## src/rtl/wfu_pkg.sv

```systemverilog
package wfu_pkg;

  // Source of the next program counter value
  typedef enum logic [1:0] {
    NXT_SEQ    = 2'd0,
    NXT_BRANCH = 2'd1,
    NXT_JUMP   = 2'd2
  } nxt_src_e;

endpackage

```

## src/rtl/wfu_rst_sync.sv

```systemverilog
module wfu_rst_sync #(
  parameter int STAGES = 2
) (
  input  logic clk,
  input  logic arst_n,
  output logic rst_sync_n
);

  localparam int LAST = STAGES - 1;

  logic [LAST:0] stg_q;
  logic [LAST:0] stg_d;

  // Shift a one in from the bottom once reset is released
  generate
    if (STAGES > 1) begin : g_multi
      always_comb stg_d = {stg_q[LAST-1:0], 1'b1};
    end else begin : g_single
      always_comb stg_d = 1'b1;
    end
  endgenerate

  // Assertion is immediate; release follows the clock
  always_ff @(posedge clk or negedge arst_n) begin
    if (!arst_n) begin
      stg_q <= '0;
    end else begin
      stg_q <= stg_d;
    end
  end

  assign rst_sync_n = stg_q[LAST];

endmodule

```

## src/rtl/wfu_offset_adder.sv

```systemverilog
module wfu_offset_adder #(
  parameter int PC_W  = 30,
  parameter int IMM_W = 16
) (
  input  logic [PC_W-1:0]  pc_i,
  input  logic [IMM_W-1:0] imm_i,
  input  logic             add_off_i,
  output logic [PC_W-1:0]  sum_o
);

  localparam int EXT_W = PC_W - IMM_W;

  logic [PC_W-1:0] sext_off;
  logic [PC_W-1:0] opnd_b;
  logic [PC_W-1:0] carry_in;

  // Widen the offset by copying its top bit
  assign sext_off = {{EXT_W{imm_i[IMM_W-1]}}, imm_i};

  // One operand is either zero or the widened offset
  always_comb begin
    if (add_off_i) begin
      opnd_b = sext_off;
    end else begin
      opnd_b = '0;
    end
  end

  // Carry-in tied high gives the +1 in both cases
  assign carry_in = {{(PC_W-1){1'b0}}, 1'b1};
  assign sum_o    = pc_i + opnd_b + carry_in;

endmodule

```

## src/rtl/wfu_jump_sel.sv

```systemverilog
module wfu_jump_sel #(
  parameter int PC_W  = 30,
  parameter int TGT_W = 26
) (
  input  logic [PC_W-1:0]  sum_i,
  input  logic [TGT_W-1:0] target_i,
  input  logic             jump_i,
  output logic [PC_W-1:0]  next_o
);

  localparam int REG_W = PC_W - TGT_W;

  logic [REG_W-1:0] region;

  // Region bits taken from the incremented counter
  assign region = sum_i[PC_W-1:TGT_W];

  always_comb begin
    if (jump_i) begin
      next_o = {region, target_i};
    end else begin
      next_o = sum_i;
    end
  end

endmodule

```

## src/rtl/wfu_pc_reg.sv

```systemverilog
module wfu_pc_reg #(
  parameter int PC_W = 30
) (
  input  logic            clk,
  input  logic            rst_sync_n,
  input  logic [PC_W-1:0] next_i,
  output logic [PC_W-1:0] pc_o
);

  logic [PC_W-1:0] pc_q;

  always_ff @(posedge clk or negedge rst_sync_n) begin
    if (!rst_sync_n) begin
      pc_q <= '0;
    end else begin
      pc_q <= next_i;
    end
  end

  assign pc_o = pc_q;

endmodule

```

## src/rtl/word_fetch_unit.sv

```systemverilog
module word_fetch_unit
  import wfu_pkg::*;
#(
  parameter int PC_W        = 30,
  parameter int IMM_W       = 16,
  parameter int TGT_W       = 26,
  parameter int SYNC_STAGES = 2
) (
  input  logic               clk,
  input  logic               rst_n,
  input  logic               branch_i,
  input  logic               zero_i,
  input  logic               jump_i,
  input  logic [IMM_W-1:0]   imm_i,
  input  logic [TGT_W-1:0]   target_i,
  output logic [PC_W+1:0]    fetch_addr_o,
  output logic [PC_W-1:0]    pc_o
);

  localparam int EXT_W = PC_W - IMM_W;

  logic            rst_sync_n;
  logic [PC_W-1:0] pc_q;
  logic [PC_W-1:0] sum;
  logic [PC_W-1:0] pc_next;
  nxt_src_e        src;

  // Select the next-PC source; the jump outranks a taken branch
  always_comb begin
    if (jump_i) begin
      src = NXT_JUMP;
    end else if (branch_i && zero_i) begin
      src = NXT_BRANCH;
    end else begin
      src = NXT_SEQ;
    end
  end

  wfu_rst_sync #(.STAGES(SYNC_STAGES)) u_rst_sync (
    .clk        (clk),
    .arst_n     (rst_n),
    .rst_sync_n (rst_sync_n)
  );

  wfu_offset_adder #(.PC_W(PC_W), .IMM_W(IMM_W)) u_adder (
    .pc_i      (pc_q),
    .imm_i     (imm_i),
    .add_off_i (src == NXT_BRANCH),
    .sum_o     (sum)
  );

  wfu_jump_sel #(.PC_W(PC_W), .TGT_W(TGT_W)) u_jump_sel (
    .sum_i    (sum),
    .target_i (target_i),
    .jump_i   (src == NXT_JUMP),
    .next_o   (pc_next)
  );

  wfu_pc_reg #(.PC_W(PC_W)) u_pc_reg (
    .clk        (clk),
    .rst_sync_n (rst_sync_n),
    .next_i     (pc_next),
    .pc_o       (pc_q)
  );

  assign pc_o         = pc_q;
  assign fetch_addr_o = {pc_q, 2'b00};

  // Reference terms, formed apart from the datapath, for the checks below
  logic [PC_W-1:0] chk_incr;
  logic [PC_W-1:0] chk_sext;
  assign chk_incr = pc_q + PC_W'(1);
  assign chk_sext = {{EXT_W{imm_i[IMM_W-1]}}, imm_i};

  AST_SEQ_STEP: assert property (@(posedge clk) disable iff (!rst_sync_n)
    (!jump_i && !(branch_i && zero_i)) |=> (pc_q == $past(chk_incr)));

  AST_BRANCH_TARGET: assert property (@(posedge clk) disable iff (!rst_sync_n)
    (branch_i && zero_i && !jump_i) |=> (pc_q == $past(chk_incr + chk_sext)));

  AST_JUMP_REGION: assert property (@(posedge clk) disable iff (!rst_sync_n)
    jump_i |=> (pc_q[PC_W-1:TGT_W] == $past(chk_incr[PC_W-1:TGT_W])));

  AST_JUMP_OVER_BRANCH: assert property (@(posedge clk) disable iff (!rst_sync_n)
    (jump_i && branch_i && zero_i) |=> (pc_q[TGT_W-1:0] == $past(target_i)));

endmodule

```

## config.mk

```make
export PLATFORM = sky130hd
export DESIGN_NAME = word_fetch_unit
export DESIGN_NICKNAME = d
export VERILOG_FILES = /design/src/rtl/wfu_pkg.sv /design/src/rtl/wfu_rst_sync.sv /design/src/rtl/wfu_offset_adder.sv /design/src/rtl/wfu_jump_sel.sv /design/src/rtl/wfu_pc_reg.sv /design/src/rtl/word_fetch_unit.sv
export SDC_FILE = /design/constraint.sdc
export NUM_CORES = 1
export LEC_CHECK = 0
export BUFFER_PORTS_ARGS = -buffer_cell sky130_fd_sc_hd__buf_2
export CORE_MARGIN = 3
export CORE_UTILIZATION = 40
export CTS_BUF_LIST = sky130_fd_sc_hd__clkbuf_8
export DETAILED_ROUTE_END_ITERATION = 12
export PLACE_DENSITY = 0.66
export SYNTH_ARGS = -nofsm -noshare
export SYNTH_HDL_FRONTEND = slang
export SYNTH_SLANG_ARGS = --single-unit
```

## constraint.sdc

```tcl
create_clock -name clk -period 1.4 [get_ports clk]
set_input_delay 0.14 -clock clk [delete_from_list [all_inputs] [get_ports clk]]
set_output_delay 0.14 -clock clk [all_outputs]
set_load 0.05 [all_outputs]
```

# ---- After elaboration in Yosys (flattened, before gate mapping)
# Cells that the tools add are included.
# W data, S select, Z words.
dict set report totals {
  reg_bits 32
  out_inout_bits 62
}
dict set report op_classes {
  n_reduce_logical 1
  n_addsub 2
  mux 4
  eq_ne 2
}
# cell count
set ops {}
lappend ops {{$add A30 B1 Y30 const B} 1}
lappend ops {{$add A30 B30 Y30} 1}
lappend ops {{$mux W30} 1}
lappend ops {{$mux W26} 1}
lappend ops {{$eq A2 B1 Y1 const B} 1}
lappend ops {{$eq A2 B2 Y1 const B} 1}
lappend ops {{$mux W2} 1}
lappend ops {{$logic_and A1 B1 Y1} 1}
lappend ops {{$mux W1} 1}

# ---- Logic depth before layout (Yosys ltp)
# Gate-level depths: netlist (run 1).
dict set report logic_depth {
  ltp_word 8
  ltp_mapped 13
  depth_no_buf 12
}

# ---- Hierarchy
# A second synthesis (run 1) with hierarchy kept.
dict set report unflattened {
  hier_cells 359
  area_unflattened_um2 3230.6
}
# module n_inst cells_per_inst area_each_um2
set modules_own_cells {}
lappend modules_own_cells {wfu_offset_adder 1 258 1720.4}
lappend modules_own_cells {wfu_pc_reg 1 30 750.7}
lappend modules_own_cells {wfu_jump_sel 1 33 449.2}
lappend modules_own_cells {word_fetch_unit 1 35 256.5}
lappend modules_own_cells {wfu_rst_sync 1 3 53.8}

# ---- Worst setup path before layout (run 1)
# Ideal clock, no wire load.
dict set report synth_path {
  path_kind {input-to-reg}
  start {input port jump_i}
  end {register u_pc_reg.pc_q[28], in the netlist u_pc_reg.pc_o[28]}
  t_arrival_ns 2.733
  setup_ns 0.143
  path_slack_ns -1.476
  path_stages 13
  cell_sequence {buf_6 -> nor2_1 -> clkbuf_1 -> nand2_1 -> ha_1 -> fa_1 -> nand2b_1 -> a21o_1 -> a31oi_4 -> a31oi_1 -> or4_1 -> a22oi_1 -> xnor2_1}
}
dict set report synth_between {
  elab_chain_cells 5
}
# item line_no
set synth_lines {}
lappend synth_lines {{start: declaration} word_fetch_unit.sv:13} ;# input logic jump_i,
lappend synth_lines {{$mux W2} word_fetch_unit.sv:30} ;# if (jump_i) begin
lappend synth_lines {{$eq A2 B1 Y1} word_fetch_unit.sv:48} ;# .add_off_i (src == NXT_BRANCH),
lappend synth_lines {{$mux W30} wfu_offset_adder.sv:22} ;# if (add_off_i) begin
lappend synth_lines {{$add A30 B30 Y30} wfu_offset_adder.sv:31} ;# assign sum_o = pc_i + opnd_b + carry_in;
lappend synth_lines {{$add A30 B1 Y30} wfu_offset_adder.sv:31}
lappend synth_lines {{via pc_next[28]} word_fetch_unit.sv:25} ;# logic [PC_W-1:0] pc_next;
lappend synth_lines {{end signal: assignment} wfu_pc_reg.sv:16} ;# pc_q <= next_i;
lappend synth_lines {{end: declaration} wfu_pc_reg.sv:10} ;# logic [PC_W-1:0] pc_q;
# The timed path passes the listed nets, and every way through them passes these cells.

# ---- Final worst setup path (run 1)
dict set report layout_path {
  start {register u_pc_reg.pc_q[0], in the netlist u_pc_reg.pc_o[0]}
  end {register u_pc_reg.pc_q[22], in the netlist u_pc_reg.pc_o[22]}
}
dict set report layout_between {
  elab_chain_cells 3
}
# item line_no
set layout_lines {}
lappend layout_lines {{$add A30 B30 Y30} wfu_offset_adder.sv:31}
lappend layout_lines {{$add A30 B1 Y30} wfu_offset_adder.sv:31}
lappend layout_lines {{$mux W26} wfu_jump_sel.sv:19} ;# if (jump_i) begin
lappend layout_lines {{via pc_next[22]} word_fetch_unit.sv:25}
# The timed path passes the listed nets, and every way through them passes these cells.

==> impl_results.md, run 1 <==
- Status: finished, violations left
- Failing checks: setup timing
- Core footprint: 7807 um^2
- CTS tree: done
- Longest Clk Path Bufs: 2
- Final global-route overflow total: 0
- Number of diodes: 0
- Initial cell density of the core: 41.43%
- Vias in the first global route: 3456
- Launching point of the worst reg2reg path: u_pc_reg.pc_o[0]$_DFF_PN0_
- R2R cell count: 10
- RSZ-0062 raised after global routing: true
- First-pass GRT wire length: ~16 mm
- Final period utilization: 180.4%
- Worst Hold Launch: target_i[1]
- Hold Path Depth: 3
- Post-detail-place hpwl: 7.750 mm
- Final setup violation count: 27
- GRT Overall Usage: 22.36%
- Final Critical Period: about 2500 ps
- Final wirelength: between 10 and 15 mm
- Worst-Skew Late Latency: 290 ps
- DR pass1 iterations: 4
- Reg2reg setup slack: -1130 ps
- Pre-CTS WS: -1336 ps
- Initial antenna violation count: 0
- Post-Syn Instances: a little under 400
- Fmax: 0.3960 GHz
- Final hold violation count: 0
- CTS Buf Count: 5
- Commonest cells after routing, fill and taps aside: buf_4 (114), buf_2 (104), nand2_1 (37)
- Total power: 4.868 mW
- Die width: about 96 um
- Post-synth EDFFs: 0
- P per Cell Area: 975.4 nW/um^2
- Post-synth top flop: dfrtp_1
- Drt drc: 0
- Post-DR vias/cell: 5.116
- Cell taking the most area after synthesis: dfrtp_1
- Layout cells sized above 1: 58.41%
- I/O Pins: approximately 110
- Top cells by area, synth: dfrtp_1 (25%), buf_4 (7.7%), ha_1 (5.8%), xnor2_1 (5.1%), nand2_1 (5.0%)
- Area after DPL: approximately 4500 um^2
- Yosys cell types: 64
- Least-Margin Pin Slew: 605.0 ps
- Critical path type: reg -> reg
- Switching share of power: roughly 45%
- Worst-path clk slew: about 80 ps
- Clock power frac: roughly a fifth
- Hold Slack: 49.35 ps
- CTS Root Cell: clkbuf_8
- Switching power: 2.177 mW
- Mapped cell area: approximately 3200 um^2
- VDD IR max: 558.7 uV
- Port Buffers: 106
- Die H: 95.92 um
- Nets: 639
- Largest net degree at the start of global routing: 41
- Sink Count: 32
- Initial drt markers: 103
- Syn Area/Cell: approximately 8.3 um^2
- Leakage Power: around 2.3 nW
- Worst Path Arrival: 2700 ps
- Via count of the routed design: 3474
- Layout area overhead: 54.31%
- Sequential share of the synthesized area: 24.76%
- Clk_skew: 5.673 ps
- Post-route design area: 4991 um^2
- Asr flop ratio synth: 100.0%
- Combinational power share: 54.8%
- Worst-path fanout max: 8
- Commonest non-fill, non-tap cell in the layout: buf_4
- Area share of the largest cell type after synthesis: roughly a quarter
- Routability Congestion: about 0.93
- Wire per inst: between 10 and 15 um
- Endpoint of the worst hold path: u_pc_reg.pc_o[1]$_DFF_PN0_
- CP endpoint kind: flip-flop
- Data required time of the worst path: 1580 ps
- Post-route ant nets: 0
- Reg2reg end: u_pc_reg.pc_o[22]$_DFF_PN0_
- Register bit total from synthesis: 32
- Flop pwr share: 24.1%
- # rows: 32
- Die ar.: 9201 um^2
- Max-Cap Viols: 0
- H-tree lvl count: 2
- Cell Int Power: 2.691 mW
- Rel. slew slack: 59.67%
- Synth warn: 0
- Pins Over Slew Limit: 0
- Worst hold-check path type: in -> reg
- CP Launch Type: flip-flop
- Post-layout util: 63.93%
- Setup ws final: -1125 ps
metrics by stage:
step                      setup TNS (ps)  instances
final                             -21850        679
after global routing              -24760        679
after CTS                         -21690        673
after detailed placement          -28190        656
after global placement            -26820        656
after floorplan                   -20260        393
critical path, stage by stage (launching register included):
cell      delay, ps
dfrtp_2         370
inv_2            50
ha_4            150
fa_2            340
nand2b_4        150
a21o_1          220
a31oi_4         260
a311oi_4        220
o31ai_2         280
xnor2_1         110
mux2_4          260
logic make-up after synthesis:
logic type	synth area share, %
AOI/OAI and AO/OA	22.01
other	0.2322
xor gates and xnor gates	7.853
buffers and inverters	13.69
DFF	24.76
muxes	3.017
and+or+nand+nor	22.01
adders and majority gates	6.422
cells in the mapped netlist (6+ instances only):
cell / n
dfrtp_1: 32
o31ai_1: 7
nor2_1: 28
and2_1: 13
nand2b_1: 7
mux2_2: 6
nand3_1: 8
ha_1: 15
buf_4: 33
nand2_1: 43
a31oi_1: 6
xor2_1: 10
buf_6: 6
nor3_1: 12
o21ai_0: 32
clkbuf_1: 8
a21oi_1: 21
xnor2_1: 19
area by class of cell:
class                   instances  area (um^2)
clock inverters                 1        30.03
inverters                       6        22.52
repair buffers                231         1523
clock buffers                   7        96.34
well taps                     102        127.6
fillers                       677         2816
flip-flops and latches         32        823.3
multi-input cells             300         2369
state kept, by name, summed over array words and instances (netlist names):
signal            cells
u_pc_reg.pc_o        30
u_rst_sync.stg_q      2
power by group through the flow:
stage,sequential [mW],clock [mW],combinational [mW]
detailed placement,1.18,0,2.50
CTS,1.17,1.07,2.60
global placement,1.18,0,2.48
floorplan,1.59,0,1.42
finish,1.17,1.03,2.67
global route,1.19,1.09,2.85
how the worst max path moves through the flow:
stage	startpoint	end	slack (ps)	depth (start not counted)
after CTS	u_pc_reg.pc_o[0]$_DFF_PN0_	u_pc_reg.pc_o[18]$_DFF_PN0_	-1140	10
after global routing	u_pc_reg.pc_o[0]$_DFF_PN0_	u_pc_reg.pc_o[22]$_DFF_PN0_	-1220	10
after detailed placement	zero_i	u_pc_reg.pc_o[18]$_DFF_PN0_	-1340	13
after floorplan	u_pc_reg.pc_o[0]$_DFF_PN0_	u_pc_reg.pc_o[28]$_DFF_PN0_	-1200	10
final	u_pc_reg.pc_o[0]$_DFF_PN0_	u_pc_reg.pc_o[22]$_DFF_PN0_	-1130	10
after global placement	branch_i	u_pc_reg.pc_o[18]$_DFF_PN0_	-1260	13
timing repair:
action / in CTS / in global routing
hold buffers: 1 / 0
resized for setup: 27 / 29
pin swaps: 19 / 22
buffers inserted: 8 / 7
endpoints found under the setup margin: 28 / 34
endpoints found under the hold margin: 2 / 0
metal layers:
metal / up-vias / global-route usage [%] / wire, um
li1: 1726 / - / -
met1: 1634 / 27.09 / 4232
met2: 99 / 41.23 / 5125
met3: 15 / 3.127 / 504
met4: 0 / 5.687 / 170
met5: - / 0 / 0
No activity file was read; power rests on OpenSTA's default activity.
==> run 2, diff against run 1 <==
--- a/config.mk
+++ b/config.mk
@@ -11,6 +11,8 @@
 export CTS_BUF_LIST = sky130_fd_sc_hd__clkbuf_8
 export DETAILED_ROUTE_END_ITERATION = 12
 export PLACE_DENSITY = 0.66
+export SLEW_MARGIN = 30
 export SYNTH_ARGS = -nofsm -noshare
 export SYNTH_HDL_FRONTEND = slang
 export SYNTH_SLANG_ARGS = --single-unit
+export TNS_END_PERCENT = 30
==> run 2 against run 1 <==
Against the previous run:
- the flow still finishes with violations (setup timing)
- clock power fell by 24%
- utilization fell by 1.9 points
- worst setup slack improved by 76 ps
- clock skew rose by 3.5 ps
- register-to-register slack improved by 80 ps
- sequential power barely moved
- largest power group unchanged
==> impl_results.md, run 2 (synthesis results as in run 1) <==
- Die H: 95.92 um (unchanged)
- Critical path type: reg -> reg
- Core footprint: 7807 um^2 (unchanged)
- Post-DR vias/cell: 5.155 (+0.76%)
- Final wirelength: 9.953 mm (-0.79%)
- Final Critical Period: 2449 ps (-75.92 ps)
- Worst-path clk slew: 80 ps (about the same)
- Data required time of the worst path: 1580 ps (about the same)
- Post-route ant nets: 0 (unchanged)
- Least-Margin Pin Slew: 516.7 ps (-88.28 ps)
- Leakage Power: 2.256 nW (-2.8%)
- Max-Cap Viols: 0 (unchanged)
- P per Cell Area: 942.2 nW/um^2 (-3.4%)
- Layout cells sized above 1: 55.83% (-2.6 points)
- Vias in the first global route: 3390 (-1.9%)
- Pins Over Slew Limit: 0 (unchanged)
- GRT Overall Usage: 22.03% (-0.33 points)
- Failing checks: setup timing
- Layout area overhead: 49.83%
- RSZ-0062 raised after global routing: true
- Hold Path Depth: 3 (unchanged)
- Largest net degree at the start of global routing: 40 (-2.4%)
- Critical Path, Cell by Cell: inv_2 -> ha_4 -> fa_2 -> nand2b_4 -> a21o_1 -> a31oi_4 -> a311oi_4 -> o21ai_2 -> xnor2_1 -> mux2_4
- Post-route design area: 4846 um^2 (-2.9%)
- Sink Count: 32 (unchanged)
- Area after DPL: 4521 um^2 (+0.58%)
- Die width: 95.92 um (unchanged)
- Final hold violation count: 0 (unchanged)
- Clk_skew: 9.151 ps (+3.479 ps)
- Post-detail-place hpwl: 7.844 mm (+1.2%)
- Largest stage delay, worst path: 550 ps (+180 ps)
- Worst-Skew Late Latency: 290 ps (about the same)
- R2R cell count: 10 (unchanged)
- Worst Path Arrival: 2630 ps (-70 ps)
- Number of diodes: 0 (unchanged)
- Post-layout util: 62.07% (-1.9 points)
- Routability Congestion: 0.8818 (-4.8%)
- VDD IR max: 580.0 uV (+3.8%)
- First-pass GRT wire length: 15.95 mm (-1.3%)
- Initial cell density of the core: 41.43% (unchanged)
- DR pass1 iterations: 4 (unchanged)
- DP Cell Count: 662 (+0.91%)
- CP Launch Type: flip-flop
- Wire per inst: 14.70 um (-0.49%)
- Fmax: 0.4083 GHz (+3.1%)
- CTS Buf Count: 5 (unchanged)
- Status: finished, violations left
- Final period utilization: 175.0% (-5.4 points)
- Final setup violation count: 27 (unchanged)
- Nets: 637 (-0.31%)
- Initial drt markers: 227 (+120%)
- Rel. slew slack: 65.55% (+5.9 points)
- Drt drc: 0 (unchanged)
- Max reg flops: 30 (unchanged)
- CP endpoint kind: flip-flop
- CTS Root Cell: clkbuf_8
- Pre-CTS WS: -1267 ps (+69.25 ps)
- Commonest non-fill, non-tap cell in the layout: buf_4
- Worst-path fanout max: 8 (unchanged)
- Slowest-stage cell, CP: a311oi_4
- H-tree lvl count: 2 (unchanged)
- Setup ws final: -1049 ps (+75.92 ps)
- Count of non-filler cells in the finished layout: 677 (-0.29%)
- Die ar.: 9201 um^2 (unchanged)
- Initial antenna violation count: 0 (unchanged)
- CTS tree: done
- Via count of the routed design: 3490 (+0.46%)
- Final global-route overflow total: 0 (unchanged)
- Commonest cells after routing, fill and taps aside: buf_4 (120), buf_2 (104), nand2_1 (39)
- I/O Pins: 109 (unchanged)
- Worst hold-check path type: in -> reg
- Longest Clk Path Bufs: 2 (unchanged)
- Port Buffers: 106 (unchanged)
- Final setup TNS: -21380 ps (+469.3 ps)
- # rows: 32 (unchanged)
[run 2: cell types whose count changed in the layout (fill, tap and decap cells not counted), moves of 3 or more]
cell,before,now
buf_4,114,120
buf_6,9,1
o21ai_1,12,9
and2_1,8,13
dfrtp_1,14,18
a21oi_1,12,18
and2_4,6,1
dfrtp_2,18,14
o21ai_0,17,21
a21oi_2,7,3
[run 2: through the flow]
step	hold slack, ps	total power [mW]
detailed placement	-69.73	3.667
global route	61.59	4.827
global placement	-73.72	3.644
finish	56.80	4.566
floorplan	-155.6	2.994
CTS	52.96	4.519
[run 2: area by class of cell]
| class | count | area [um^2] |
|---|---|---|
| Timing Repair Buffer | 229 | 1478 |
| Inverter | 6 | 22.52 |
| Clock buffer | 6 | 82.58 |
| Sequential cell | 32 | 818.3 |
| Tap cell | 102 | 127.6 |
| Fill cell | 687 | 2962 |
| Clock inverter | 2 | 10.01 |
| Multi-Input combinational cell | 300 | 2307 |
[run 2: final timing paths]
path | from | to | slack [ps]
max | u_pc_reg.pc_o[0]$_DFF_PN0_ | u_pc_reg.pc_o[18]$_DFF_PN0_ | -1050
max in group asynchronous | u_rst_sync.stg_q[1]$_DFF_PN0_ | u_pc_reg.pc_o[14]$_DFF_PN0_ | 930
min in group asynchronous | rst_n | u_rst_sync.stg_q[0]$_DFF_PN0_ | 170
min reg2reg | u_rst_sync.stg_q[1]$_DFF_PN0_ | u_pc_reg.pc_o[0]$_DFF_PN0_ | 210
max reg2reg | u_pc_reg.pc_o[0]$_DFF_PN0_ | u_pc_reg.pc_o[18]$_DFF_PN0_ | -1050
min | target_i[12] | u_pc_reg.pc_o[12]$_DFF_PN0_ | 60
[run 2: timing repair]
action	4_1_cts	5_1_grt
endpoints found under the setup margin	28	30
gates resized for setup	17	23
endpoints found under the hold margin	2	0
setup buffers	0	7
pin swaps	16	13
hold buffers	1	0
[run 2: worst max-delay path, delay by kind of cell (launching register included)]
family / cells / cell delay, ps
mux: 1 / 260
buf+inv: 1 / 70
xor+xnor: 1 / 160
simple gates: 1 / 120
fa+ha+maj: 2 / 320
flops: 1 / 420
compound gates: 4 / 980
[run 2: layer usage]
| metal | up-vias | share of wire (%) | global-route usage (%) |
|---|---|---|---|
| met2 | 119 | 49 | 36.31 |
| met3 | 12 | 6.1 | 4.222 |
| li1 | 1722 | - | - |
| met4 | 0 | 1.3 | 5.332 |
| met1 | 1637 | 44 | 29.69 |
| met5 | - | 0 | 0 |
[run 2: power breakdown]
part / switching (mW) / leakage [nW] / internal (mW)
registers: 0.111 / 0.371 / 1.05
logic: 1.65 / 1.83 / 0.972
clock network: 0.394 / 0.0510 / 0.393
total: 2.15 / 2.26 / 2.42
==> run 3, diff against run 2 <==
--- a/config.mk
+++ b/config.mk
@@ -11,8 +11,9 @@
 export CTS_BUF_LIST = sky130_fd_sc_hd__clkbuf_8
 export DETAILED_ROUTE_END_ITERATION = 12
 export PLACE_DENSITY = 0.66
+export REMOVE_ABC_BUFFERS = 1
 export SLEW_MARGIN = 30
 export SYNTH_ARGS = -nofsm -noshare
 export SYNTH_HDL_FRONTEND = slang
 export SYNTH_SLANG_ARGS = --single-unit
-export TNS_END_PERCENT = 30
+export TNS_END_PERCENT = 20
==> run 3 against run 2 <==
Against the previous run:
- the run still ends with setup timing left
- power increased by 4.5%
- highest routed layer unchanged
- global-route usage increased by 1.5 points
- clock skew about the same
- largest cell class unchanged
- design area is 2.5% higher
- critical path depth rose by 1
- non-clock buffer count increased by 8
- register-to-register slack got worse by 130 ps
- final cell count is 1.2% higher
- utilization is 1.5 points higher
- clock power up 17%
==> impl_results.md, run 3 (synthesis results as in run 1) <==
- Status: finished, violations left
- Failing checks: setup timing
- CTS tree: done
- Critical Path, Cell by Cell: inv_1 -> ha_2 -> fa_2 -> nand2b_4 -> a21o_1 -> a31oi_4 -> buf_6 -> a31oi_4 -> or4_4 -> a22oi_2 -> xnor2_1
- Final setup violation count: 28 (+3.7%)
- Post-route ant nets: 0 (unchanged)
- Max reg flops: 30 (unchanged)
- Buf+Inv Stages, Crit Path: 2 (+1)
- Setup ws final: -1179 ps (-130.1 ps)
- Worst-path clk slew: 80 ps (about the same)
- Port Buffers: 106 (unchanged)
- Worst Path Arrival: 2790 ps (+160 ps)
- Reg2reg end: u_pc_reg.pc_o[28]$_DFF_PN0_
- Worst hold-check path type: in -> reg
- Largest stage delay, worst path: 480 ps (-70 ps)
- Final Critical Period: 2579 ps (+130.1 ps)
- Max-Cap Viols: 0 (unchanged)
- Die ar.: 9201 um^2 (unchanged)
- Met3 Track Usage GR: 2.815% (-1.4 points)
- RSZ-0062 raised after global routing: true
- Worst Hold Launch: target_i[11]
- Endpoint of the worst hold path: u_pc_reg.pc_o[11]$_DFF_PN0_
- Hold Slack: 52.36 ps (-4.444 ps)
- Busiest grt layer: met2
- CP Launch Type: flip-flop
- Launching point of the worst reg2reg path: u_pc_reg.pc_o[0]$_DFF_PN0_
- Drt drc: 0 (unchanged)
- First-pass GRT wire length: 16.89 mm (+5.9%)
- GRT Overall Usage: 23.57% (+1.5 points)
- Post-DR vias/cell: 5.220 (+1.3%)
- DR pass1 iterations: 4 (unchanged)
- Least-Margin Pin Slew: 808.6 ps (+291.9 ps)
- Clk_skew: 8.961 ps (-0.1903 ps)
- Largest net degree at the start of global routing: 41 (+2.5%)
- VDD IR max: 530.4 uV (-8.6%)
- Die H: 95.92 um (unchanged)
- Number of diodes: 0 (unchanged)
- Critical path type: reg -> reg
- Commonest cells after routing, fill and taps aside: buf_4 (122), buf_2 (106), nand2_1 (42)
- Leakage Power: 2.356 nW (+4.4%)
- Commonest non-fill, non-tap cell in the layout: buf_4
- Sink Count: 32 (unchanged)
- Post-detail-place hpwl: 7.858 mm (+0.17%)
- Die width: 95.92 um (unchanged)
- Slowest-stage cell, CP: or4_4
- Wire per inst: 15.61 um (+6.2%)
- CTS Buf Count: 5 (unchanged)
- Hold Path Depth: 3 (unchanged)
- Data required time of the worst path: 1610 ps (+30 ps)
- Final period utilization: 184.2% (+9.3 points)
- Initial cell density of the core: 41.43% (unchanged)
- CTS Root Cell: clkbuf_8
- Layout area overhead: 53.54%
- H-tree lvl count: 2 (unchanged)
- R2R cell count: 11 (+1)
- Routability Congestion: 0.8963 (+1.6%)
- Core footprint: 7807 um^2 (unchanged)
- Longest Clk Path Bufs: 2 (unchanged)
- Most frequent CP cell: a31oi_4
- Met1 Use GR: 27.88% (-1.8 points)
- Vias in the first global route: 3553 (+4.8%)
- Reg2reg setup slack: -1180 ps (-130 ps)
- Largest delay contributor family on the critical path: compound AO/OA/AOI/OAI gates
- Worst-path fanout max: 3 (-5)
- Fmax: 0.3877 GHz (-5.0%)
- # rows: 32 (unchanged)
- Layout cells sized above 1: 53.52% (-2.3 points)
- Post-layout util: 63.61% (+1.5 points)
- Pins Over Slew Limit: 0 (unchanged)
- Nets: 645 (+1.3%)
- Via count of the routed design: 3576 (+2.5%)
- Worst-Skew Late Latency: 290 ps (about the same)
- Final wirelength: 10.70 mm (+7.5%)
- I/O Pins: 109 (unchanged)
- Final hold violation count: 0 (unchanged)
- Final global-route overflow total: 0 (unchanged)
- P per Cell Area: 960.6 nW/um^2 (+2.0%)
- Initial antenna violation count: 0 (unchanged)
- CP endpoint kind: flip-flop
- Initial drt markers: 139 (-39%)
- Met2 Track Usage GR: 42.33% (+6.0 points)
- Rel. slew slack: 45.52% (-20 points)
## run 3: cell count changes in the layout (fill, tap and decap cells not counted), moves of 3 or more
cell / change
inv_1: +3
nand2_1: +3
buf_6: +3
o21ai_0: -3
dfrtp_2: -13
o21ai_1: +3
dfrtp_1: +13
## run 3: stage by stage
step	power [mW]	std cells	setup TNS [ps]	setup slack (ps)	area (um^2)
finish	4.770	685	-23690	-1179	4966
global route	5.016	685	-26240	-1263	4966
CTS	4.686	679	-22720	-1194	4770
detailed placement	3.650	663	-32500	-1545	4392
global placement	3.622	663	-30970	-1474	4392
floorplan	2.628	338	-35170	-1799	2818
## run 3: worst max path at each step
stage / from / depth (start not counted) / end / slack (ps)
3_3_place_gp: branch_i / 15 / u_pc_reg.pc_o[28]$_DFF_PN0_ / -1470
4_1_cts: u_pc_reg.pc_o[0]$_DFF_PN0_ / 11 / u_pc_reg.pc_o[28]$_DFF_PN0_ / -1190
5_1_grt: u_pc_reg.pc_o[0]$_DFF_PN0_ / 11 / u_pc_reg.pc_o[28]$_DFF_PN0_ / -1260
3_5_place_dp: branch_i / 15 / u_pc_reg.pc_o[28]$_DFF_PN0_ / -1550
6_report: u_pc_reg.pc_o[0]$_DFF_PN0_ / 11 / u_pc_reg.pc_o[28]$_DFF_PN0_ / -1180
2_1_floorplan: u_pc_reg.pc_o[0]$_DFF_PN0_ / 10 / u_pc_reg.pc_o[28]$_DFF_PN0_ / -1800
## run 3: area by class of cell
type / instances / area, um^2
clock inverter: 3 / 38.79
tap: 102 / 127.6
timing repair buffer: 237 / 1577
sequential: 32 / 802.0
clock buffer: 5 / 68.82
fill: 669 / 2841
multi-input combinational: 300 / 2330
inverter: 6 / 22.52
## run 3: worst register-to-register path, cell delays in order, from the launching register on
cell and delay (ps):
dfrtp_1 350, inv_1 50, ha_2 190, fa_2 340
nand2b_4 150, a21o_1 200, a31oi_4 210, buf_6 130
a31oi_4 90, or4_4 480, a22oi_2 170, xnor2_1 130
## run 3: timing repair
item / in CTS / in global routing
resized for setup: 49 / 26
setup buffers: 8 / 7
endpoints found under the hold margin: 2 / 0
hold buffers: 1 / 0
gates cloned: 0 / 0
pin swaps: 31 / 6
endpoints found under the setup margin: 28 / 31
## run 3: per-layer routing
layer  vias to the layer above  part of all wire [%]
li1                       1737                     -
met1                      1684                    42
met2                       129                    50
met3                        26                   5.1
met4                         0                   3.4
met5                         -                     0
## run 3: power breakdown
group          total [mW]  switching, mW  internal, mW
Clock               0.919          0.398         0.522
Sequential           1.15          0.114          1.04
Combinational        2.70           1.67          1.03
Total                4.77           2.18          2.59
